### config.mk
export PLATFORM = sky130hd
export DESIGN_NAME = irq_fanin_regs
export DESIGN_NICKNAME = d
export VERILOG_FILES = /design/src/rtl/irq_fanin_pkg.sv /design/src/rtl/irq_fanin_ctrl.sv /design/src/rtl/irq_fanin_dp.sv /design/src/rtl/irq_fanin_regs.sv
export SDC_FILE = /design/constraint.sdc
export NUM_CORES = 1
export LEC_CHECK = 0
export ABC_AREA = 1
export BUFFER_PORTS_ARGS = -buffer_cell sky130_fd_sc_hd__clkbuf_2
export CORE_ASPECT_RATIO = 0.8
export CORE_UTILIZATION = 33
export CTS_BUF_LIST = sky130_fd_sc_hd__clkbuf_2 sky130_fd_sc_hd__clkbuf_4 sky130_fd_sc_hd__clkbuf_8
export CTS_CLUSTER_DIAMETER = 30
export DETAILED_ROUTE_END_ITERATION = 12
export HOLD_SLACK_MARGIN = 0.12
export PLACE_DENSITY_LB_ADDON = 0.08
export SLEW_MARGIN = 25
export SYNTH_ARGS = -nofsm -noshare
export SYNTH_HDL_FRONTEND = slang
export SYNTH_HIERARCHICAL = 1
export SYNTH_SLANG_ARGS = --single-unit
### constraint.sdc
create_clock -name clk -period 1 [get_ports clk]
set_input_delay 0.2 -clock clk [delete_from_list [all_inputs] [get_ports clk]]
set_output_delay 0.2 -clock clk [all_outputs]
set_load 0.05 [all_outputs]
### src/rtl/irq_fanin_pkg.sv
package irq_fanin_pkg;

  localparam int DATA_W = 16;

  typedef enum logic [2:0] {
    RD_NONE,
    RD_STATUS,
    RD_MASK,
    RD_CLEAR,
    RD_IDA,
    RD_IDB,
    RD_VER
  } rdSel_e;

  typedef struct packed {
    logic   wrMask;
    logic   wrClear;
    logic   rdEn;
    rdSel_e rdSel;
  } strobe_t;

endpackage

### src/rtl/irq_fanin_ctrl.sv
module irq_fanin_ctrl
  import irq_fanin_pkg::*;
#(
  parameter int ADDR_W     = 12,
  parameter int OFF_STATUS = 'h28,
  parameter int OFF_CLEAR  = 'h30,
  parameter int OFF_MASK   = 'h38,
  parameter int OFF_IDA    = 'h40,
  parameter int OFF_IDB    = 'h48,
  parameter int OFF_VER    = 'h50
) (
  input  logic              busSel,
  input  logic              busWr,
  input  logic [ADDR_W-1:0] busAddr,
  output strobe_t           strb
);

  localparam logic [ADDR_W-1:0] A_STATUS = ADDR_W'(OFF_STATUS);
  localparam logic [ADDR_W-1:0] A_CLEAR  = ADDR_W'(OFF_CLEAR);
  localparam logic [ADDR_W-1:0] A_MASK   = ADDR_W'(OFF_MASK);
  localparam logic [ADDR_W-1:0] A_IDA    = ADDR_W'(OFF_IDA);
  localparam logic [ADDR_W-1:0] A_IDB    = ADDR_W'(OFF_IDB);
  localparam logic [ADDR_W-1:0] A_VER    = ADDR_W'(OFF_VER);

  logic hitStatus, hitClear, hitMask, hitIdA, hitIdB, hitVer;
  logic doWrite, doRead;

  assign hitStatus = (busAddr == A_STATUS);
  assign hitClear  = (busAddr == A_CLEAR);
  assign hitMask   = (busAddr == A_MASK);
  assign hitIdA    = (busAddr == A_IDA);
  assign hitIdB    = (busAddr == A_IDB);
  assign hitVer    = (busAddr == A_VER);

  assign doWrite = busSel && busWr;
  assign doRead  = busSel && !busWr;

  // Only the mask and clear registers accept writes; other hits are dropped.
  always_comb begin
    strb.wrMask  = doWrite && hitMask;
    strb.wrClear = doWrite && hitClear;
    strb.rdEn    = doRead;
    if (hitStatus)      strb.rdSel = RD_STATUS;
    else if (hitMask)   strb.rdSel = RD_MASK;
    else if (hitClear)  strb.rdSel = RD_CLEAR;
    else if (hitIdA)    strb.rdSel = RD_IDA;
    else if (hitIdB)    strb.rdSel = RD_IDB;
    else if (hitVer)    strb.rdSel = RD_VER;
    else                strb.rdSel = RD_NONE;
  end

endmodule

### src/rtl/irq_fanin_dp.sv
module irq_fanin_dp
  import irq_fanin_pkg::*;
#(
  parameter int          NUM_SRC     = 16,
  parameter int          SYNC_STAGES = 2,
  parameter logic [15:0] ID_A        = 16'hAAAA,
  parameter logic [15:0] ID_B        = 16'h5555,
  parameter logic [15:0] VERSION     = 16'h0A03
) (
  input  logic               clk,
  input  logic               rstN,
  input  logic [NUM_SRC-1:0] srcIn,
  input  strobe_t            strb,
  input  logic [DATA_W-1:0]  busWdata,
  output logic [DATA_W-1:0]  busRdata,
  output logic               irqN
);

  // Stage SYNC_STAGES is the previous-value flop used for edge detection.
  logic [NUM_SRC-1:0] syncStage [SYNC_STAGES+1];
  logic [NUM_SRC-1:0] riseVec;
  logic [NUM_SRC-1:0] statusQ;
  logic [DATA_W-1:0]  maskQ;
  logic [DATA_W-1:0]  clearQ;
  logic [NUM_SRC-1:0] activeVec;
  logic               irqNQ;
  logic [DATA_W-1:0]  rdataQ;
  logic [DATA_W-1:0]  rdNext;

  always_ff @(posedge clk or negedge rstN) begin
    if (!rstN) syncStage[0] <= '0;
    else       syncStage[0] <= srcIn;
  end

  for (genvar s = 1; s <= SYNC_STAGES; s++) begin : gSync
    always_ff @(posedge clk or negedge rstN) begin
      if (!rstN) syncStage[s] <= '0;
      else       syncStage[s] <= syncStage[s-1];
    end
  end

  assign riseVec = syncStage[SYNC_STAGES-1] & ~syncStage[SYNC_STAGES];

  // Pending bits: set on a rising level, held clear while the clear bit is 1.
  always_ff @(posedge clk or negedge rstN) begin
    if (!rstN) statusQ <= '0;
    else       statusQ <= (statusQ | riseVec) & ~clearQ[NUM_SRC-1:0];
  end

  always_ff @(posedge clk or negedge rstN) begin
    if (!rstN)            maskQ <= '1;
    else if (strb.wrMask) maskQ <= busWdata;
  end

  always_ff @(posedge clk or negedge rstN) begin
    if (!rstN)             clearQ <= '0;
    else if (strb.wrClear) clearQ <= busWdata;
  end

  assign activeVec = statusQ & ~maskQ[NUM_SRC-1:0];

  always_ff @(posedge clk or negedge rstN) begin
    if (!rstN) irqNQ <= 1'b1;
    else       irqNQ <= ~(|activeVec);
  end

  always_comb begin
    unique case (strb.rdSel)
      RD_STATUS: rdNext = DATA_W'(statusQ);
      RD_MASK:   rdNext = maskQ;
      RD_CLEAR:  rdNext = clearQ;
      RD_IDA:    rdNext = ID_A;
      RD_IDB:    rdNext = ID_B;
      RD_VER:    rdNext = VERSION;
      default:   rdNext = '0;
    endcase
  end

  always_ff @(posedge clk or negedge rstN) begin
    if (!rstN)          rdataQ <= '0;
    else if (strb.rdEn) rdataQ <= rdNext;
  end

  assign busRdata = rdataQ;
  assign irqN     = irqNQ;

  AST_CLEAR_WINS: assert property (@(posedge clk) disable iff (!rstN)
    1'b1 |=> ((statusQ & $past(clearQ[NUM_SRC-1:0])) == '0));

  AST_PENDING_STICKY: assert property (@(posedge clk) disable iff (!rstN)
    1'b1 |=> (($past(statusQ) & ~statusQ & ~$past(clearQ[NUM_SRC-1:0])) == '0));

  AST_IRQ_LEVEL: assert property (@(posedge clk) disable iff (!rstN)
    1'b1 |=> (irqN == !(|($past(statusQ) & ~$past(maskQ[NUM_SRC-1:0])))));

  AST_IDA_CONST: assert property (@(posedge clk) disable iff (!rstN)
    (strb.rdEn && strb.rdSel == RD_IDA) |=> (busRdata == ID_A));

  AST_IDB_CONST: assert property (@(posedge clk) disable iff (!rstN)
    (strb.rdEn && strb.rdSel == RD_IDB) |=> (busRdata == ID_B));

  AST_MASK_WRITE: assert property (@(posedge clk) disable iff (!rstN)
    strb.wrMask |=> (maskQ == $past(busWdata)));

endmodule

### src/rtl/irq_fanin_regs.sv
module irq_fanin_regs
  import irq_fanin_pkg::*;
#(
  parameter int          ADDR_W      = 12,
  parameter int          NUM_SRC     = 16,
  parameter int          SYNC_STAGES = 2,
  parameter logic [15:0] VERSION     = 16'h0A03
) (
  input  logic               clk,
  input  logic               rstN,
  input  logic [NUM_SRC-1:0] srcIn,
  input  logic               busSel,
  input  logic               busWr,
  input  logic [ADDR_W-1:0]  busAddr,
  input  logic [15:0]        busWdata,
  output logic [15:0]        busRdata,
  output logic               irqN
);

  strobe_t strb;

  irq_fanin_ctrl #(
    .ADDR_W (ADDR_W)
  ) uCtrl (
    .busSel  (busSel),
    .busWr   (busWr),
    .busAddr (busAddr),
    .strb    (strb)
  );

  irq_fanin_dp #(
    .NUM_SRC     (NUM_SRC),
    .SYNC_STAGES (SYNC_STAGES),
    .VERSION     (VERSION)
  ) uDp (
    .clk      (clk),
    .rstN     (rstN),
    .srcIn    (srcIn),
    .strb     (strb),
    .busWdata (busWdata),
    .busRdata (busRdata),
    .irqN     (irqN)
  );

endmodule

==> results.py, run 1 <==
metrics = {
    "run_status": {
        "status": "complete, but fails checks",
        "violations": "setup timing",
    },
    "finish": {
        "area_growth_pct": 58.25,
        "drive_gt1_frac": 0.4744,
        "antennaDiodeCount": 0,
        "final_area_mm2": 0.007053,
        "nets": 661,
        "utilization": 0.5422,
    },
    "sta": {
        "maxSlewViolCount": 0,
        "finalCriticalPeriod_ns": 1.288,
        "rsz0062_at_grt": "yes",
        "layout_setup_ws_ns": -0.2879,
        "clock-skew-final_ns": 0.009273,
        "setup_viol": 66,
        "whs_ns": 0.1874,
        "finalHoldViolCount": 0,
        "slew_headroom": 0.6662,
        "timing.fmax_mhz": 776.4,
        "tightest_slew_ns": 0.5001,
        "fin_crit_sh": 1.288,
    },
    "worst_setup_path": {
        "critPathKind": "reg2out",
        "slowest_stage": "dfstp_2",
        "crit_buf_inv": 1,
        "cp_cell_sequence": "buf_8",
        "arrival_ns": 1.09,
        "end_kind": "output pin",
        "crit_path_max_incr_delay_ns": 0.54,
        "required_ns": 0.80,
        "path_delay_family": "flip-flops",
        "cp-start-kind": "flip-flop",
        "cp_max_fo": 1,
    },
    "placed_design": {
        "port_buffers": 64,
        "routabilityCongestion": 0.7918,
        "dp_hpwl_um": 7377,
        "post-place-ws_ns": -0.6934,
        "placed_area_mm2": 0.005321,
    },
    "floorplanning": {
        "die_h_um": 105.9,
        "die_area_mm2": 0.01398,
        "io-pin-count": 65,
        "die_w_um": 131.9,
        "rows": 37,
        "start_util": 0.3426,
        "coreArea_mm2": 0.01301,
    },
    "min_path": {
        "hold_class": "in2async",
    },
    "routing": {
        "num_vias": 3605,
        "routed_via_density": 4.501,
        "drc": 0,
        "postRouteWirelength_um": 11660,
        "drt_first_pass_iters": 4,
        "drtIter0Drc": 166,
        "wl_per_cell_um": 14.55,
        "ant_nets": 0,
    },
    "global_route": {
        "grt_max_degree": 40,
        "grt_pass1_wl_um": 18590,
        "overflow": 0,
        "gr-usage-all-layers": 0.1763,
        "first_global_vias": 3640,
        "antenna_found_initial": 0,
    },
    "clocking": {
        "clockBufferDepth": 2,
        "htreeDepth": 4,
        "cts_tree": "yes",
        "clock_sinks": 113,
        "cts_root_buf": "clkbuf_8",
        "clk_latency_ns": 0.42,
        "numCtsBuffers": 17,
        "path_clk_slew_ns": 0.07,
    },
    "synthesis": {
        "ys_top_cells_by_count": "nand2_1, dfrtp_1, inv_1",
        "synth_top_area_share": 0.5390,
        "avgSynthCellArea_um2": 9.926,
        "syn_nets": 497,
        "yosys.area.top_type": "dfrtp_1",
        "synth_edf_count": 0,
        "ys.flop_type": "dfrtp_1",
        "synth_seq_cells": 113,
        "synthCells": 449,
        "yosysWarnings": 6,
        "synth_area_leaders": "dfrtp_1, dfstp_2, nand2_1",
        "syn_area_mm2": 0.004457,
        "yosysMostFrequentCell": "nand2_1",
        "yosysUniqueCellTypes": 21,
        "async_flop_share": 1.000,
        "synth.yosys.seq_area_share": 0.6392,
    },
    "flow_run": {
        "maxCapViolations": 0,
    },
    "power_and_ir_drop": {
        "p_leak_nw": 3.525,
        "p_per_area_mw_per_mm2": 1339,
        "peakVddDrop_mv": 0.8536,
    },
}
[routing by layer]
| layer | up-vias | global-route usage | share of wire |
|---|---|---|---|
| met5 | - | 0 | 0 |
| met4 | 0 | 0.05980 | 0.0063 |
| met3 | 6 | 0.04196 | 0.039 |
| met2 | 77 | 0.2615 | 0.45 |
| met1 | 1749 | 0.2522 | 0.50 |
| li1 | 1773 | - | - |
[cell usage in the layout, fill, tap and decap left out, types with 2 or more instances in the layout]
cell / n
a21oi_1: 16
buf_12: 7
buf_4: 41
buf_6: 19
buf_8: 22
bufinv_16: 2
clkbuf_2: 39
clkbuf_4: 4
clkbuf_8: 18
clkinv_2: 4
clkinvlp_4: 3
dfrtp_1: 96
dfstp_2: 17
dlygate4sd3_1: 33
inv_1: 38
inv_2: 7
inv_8: 2
mux2_4: 18
nand2_1: 79
nand2_2: 23
nand2_4: 11
nand3_1: 4
nand3_2: 10
nand3_4: 7
nand4_1: 22
nor2_1: 27
nor2_2: 8
nor2_4: 14
o21ai_1: 11
o21ai_2: 16
o22ai_1: 3
[logic make-up after synthesis]
family / synth area share
flip-flops: 0.6392
AO/OA/AOI/OAI: 0.05390
multiplexers: 0.04548
buffers and inverters: 0.06148
AND/OR/NAND/NOR: 0.1999
[state kept, by name, summed over array words and instances, names as in the netlist]
signal	cells
uDp/syncStage	48
uDp/busRdata	16
uDp/clearQ	16
uDp/maskQ	16
uDp/statusQ	16
uDp/irqN	1
[stage by stage]
stage	setup TNS, ns	power, W	instances
after floorplan	-11.72	0.004874	449
after global placement	-28.52	0.005129	708
after detailed placement	-29.25	0.005139	708
after CTS	-10.79	0.009542	793
after global routing	-14.23	0.009862	801
final	-12.01	0.009446	801
[timing repair]
item / CTS / global route
gates cloned: 3 / 0
endpoints found under the hold margin: 144 / 0
pin swaps: 38 / 39
setup endpoints to repair: 66 / 66
gates resized for setup: 134 / 102
buffers inserted: 17 / 10
hold buffers: 33 / 0
[report_power, final]
group | total, W | internal [W] | switching, W
sequential | 0.00472 | 0.00468 | 0.0000378
clock | 0.00421 | 0.00237 | 0.00184
combinational | 0.000512 | 0.000245 | 0.000267
total | 0.00945 | 0.00730 | 0.00215
[final timing paths]
| kind | startpoint | endpoint | slack [ns] | depth (start not counted) |
|---|---|---|---|---|
| max in group asynchronous | rstN | uDp/maskQ[3] | 0.27 | 3 |
| setup reg to reg | uDp/maskQ[9] | uDp/busRdata[9] | -0.06 | 6 |
| min in group clk | busWr | uDp/busRdata[15] | 0.29 | 5 |
| hold reg to reg | uDp/syncStage[39] | uDp/syncStage[23] | 0.35 | 0 |
| hold / removal | rstN | uDp/syncStage[41] | 0.19 | 2 |
| setup / recovery | uDp/irqN | irqN | -0.29 | 1 |
[layout make-up]
cell class | instances | area (um^2)
fillers | 1195 | 5956
clock inverters | 10 | 111.4
well taps | 175 | 219.0
inverters | 48 | 200.2
clock buffers | 22 | 277.8
flip-flops and latches | 113 | 2849
multi-input cells | 271 | 1851
repair buffers | 162 | 1545
(Power assumes the default switching activity.)
==> run 2: changes to the inputs <==
--- a/config.mk
+++ b/config.mk
@@ -8,6 +8,7 @@
 export ABC_AREA = 1
 export BUFFER_PORTS_ARGS = -buffer_cell sky130_fd_sc_hd__clkbuf_2
 export CORE_ASPECT_RATIO = 0.8
+export CORE_MARGIN = 3
 export CORE_UTILIZATION = 33
 export CTS_BUF_LIST = sky130_fd_sc_hd__clkbuf_2 sky130_fd_sc_hd__clkbuf_4 sky130_fd_sc_hd__clkbuf_8
 export CTS_CLUSTER_DIAMETER = 30
==> constraint.sdc (replaced) <==
create_clock -name clk -period 1.15 [get_ports clk]
set_input_delay 0.23 -clock clk [delete_from_list [all_inputs] [get_ports clk]]
set_output_delay 0.23 -clock clk [all_outputs]
set_load 0.02 [all_outputs]
==> results.py, run 2 (synthesis gave the netlist of run 1 again) <==
metrics = {
    "finish": {
        "drive_gt1_frac": 0.4290,
        "antennaDiodeCount": 0,
        "top_register": "uDp/syncStage",
        "final_cell_mix": "dfrtp_1, nand2_1, clkbuf_2, inv_1",
        "area_growth_pct": 52.05,
        "utilization": 0.5209,
        "nets": 648,
        "largest_reg_flops": 48,
        "fin_cells": 788,
        "num-fill-cells": 1178,
        "final_common_cell": "dfrtp_1",
    },
    "worst_setup_path": {
        "path_delay_family": "flip-flops",
        "critPathKind": "reg2out",
        "r2r_setup_slack_ns": 0.03,
        "arrival_ns": 1.06,
        "crit_path_max_incr_delay_ns": 0.54,
        "crit_buf_inv": 1,
        "cp_max_fo": 1,
        "slowest_stage": "dfstp_2",
        "end_kind": "output pin",
        "cp-start-kind": "flip-flop",
        "cp_cell_sequence": "buf_8",
        "required_ns": 0.92,
    },
    "floorplanning": {
        "start_util": 0.3426,
        "die_area_mm2": 0.01494,
        "coreArea_mm2": 0.01301,
        "io-pin-count": 65,
        "rows": 37,
        "die_w_um": 135.9,
        "die_h_um": 109.9,
    },
    "clocking": {
        "clockBufferDepth": 2,
        "htreeDepth": 4,
        "cts_tree": "yes",
        "path_clk_slew_ns": 0.07,
        "numCtsBuffers": 17,
        "cts_root_buf": "clkbuf_8",
        "clk_latency_ns": 0.42,
        "clock_sinks": 113,
    },
    "routing": {
        "drt_first_pass_iters": 4,
        "wl_per_cell_um": 14.29,
        "postRouteWirelength_um": 11260,
        "ant_nets": 0,
        "routed_via_density": 4.527,
        "drtIter0Drc": 219,
        "drc": 0,
        "num_vias": 3567,
    },
    "run_status": {
        "violations": "setup timing",
        "status": "complete, but fails checks",
    },
    "sta": {
        "clock-skew-final_ns": 0.007056,
        "fin_crit_sh": 1.120,
        "tightest_slew_ns": 0.5007,
        "setup_viol": 48,
        "timing.fmax_mhz": 776.7,
        "finalCriticalPeriod_ns": 1.288,
        "slew_headroom": 0.6658,
        "layout_setup_ws_ns": -0.1375,
        "rsz0062_at_grt": "yes",
        "maxSlewViolCount": 0,
        "finalHoldViolCount": 0,
    },
    "power_and_ir_drop": {
        "p_total_w": 0.008421,
        "p_leak_nw": 3.367,
        "p_per_area_mw_per_mm2": 1243,
        "peakVddDrop_mv": 0.9111,
    },
    "flow_run": {
        "maxCapViolations": 0,
    },
    "global_route": {
        "first_global_vias": 3550,
        "antenna_found_initial": 0,
        "gr-usage-all-layers": 0.1638,
        "grt_max_degree": 35,
        "overflow": 0,
        "grt_pass1_wl_um": 18400,
    },
    "placed_design": {
        "placedCellCount": 697,
        "post-place-ws_ns": -0.5736,
        "routabilityCongestion": 0.8285,
        "dp_hpwl_um": 7599,
        "port_buffers": 64,
    },
    "min_path": {
        "hold_class": "in2async",
    },
}
-- run 2: cell types whose count changed in the layout (fill, tap and decap cells not counted), sizes merged --
cell,before,now
buf,90,64
clkbuf,61,75
bufinv,2,3
clkinvlp,3,2
nor2,49,48
-- run 2: area by class of cell --
class	count	area [um^2]	share of cell area
inverter	48	197.7	0.02917
timing repair buffer	150	1393	0.2055
clock inverter	10	133.9	0.01976
sequential	113	2849	0.4204
clock buffer	22	284.0	0.04191
multi-input combinational	270	1700	0.2509
tap	175	219.0	0.03231
-- run 2: what timing repair did --
item,in CTS,in global routing
hold endpoints to repair,147,0
hold buffers,33,0
gates cloned,1,1
buffers inserted,18,8
gates resized for setup,57,100
pin swaps,42,27
endpoints found under the setup margin,33,62
-- run 2: worst paths after layout --
path / endpoint / start / depth (start not counted)
setup reg to reg: uDp/busRdata[11] / uDp/maskQ[11] / 7
hold / removal: uDp/statusQ[7] / rstN / 2
setup / recovery: irqN / uDp/irqN / 1
max in group asynchronous: uDp/maskQ[0] / rstN / 3
min in group clk: uDp/busRdata[8] / busWr / 5
hold reg to reg: uDp/syncStage[27] / uDp/syncStage[43] / 0
-- run 2: per-stage QoR --
stage / hold slack [ns] / instance area, um^2 / TNS, ns
3_5_place_dp: 0.1355 / 5251 / -21.49
2_1_floorplan: -0.06559 / 4603 / -6.339
5_1_grt: 0.2259 / 6777 / -5.918
3_3_place_gp: 0.1332 / 5251 / -20.92
4_1_cts: 0.2099 / 6445 / -2.227
6_report: 0.2401 / 6777 / -3.037
-- run 2: power breakdown --
group	internal (W)	switching, W	leakage, nW
clock	0.00232	0.00158	0.213
sequential	0.00407	0.0000348	1.32
combinational	0.000204	0.000213	1.83
total	0.00659	0.00183	3.37
-- run 2: layer usage --
layer | vias to the layer above | global-route usage | part of all wire
met5 | - | 0 | 0
met4 | 0 | 0.06259 | 0.013
met3 | 12 | 0.04254 | 0.051
met2 | 96 | 0.2376 | 0.43
met1 | 1705 | 0.2355 | 0.50
li1 | 1754 | - | -
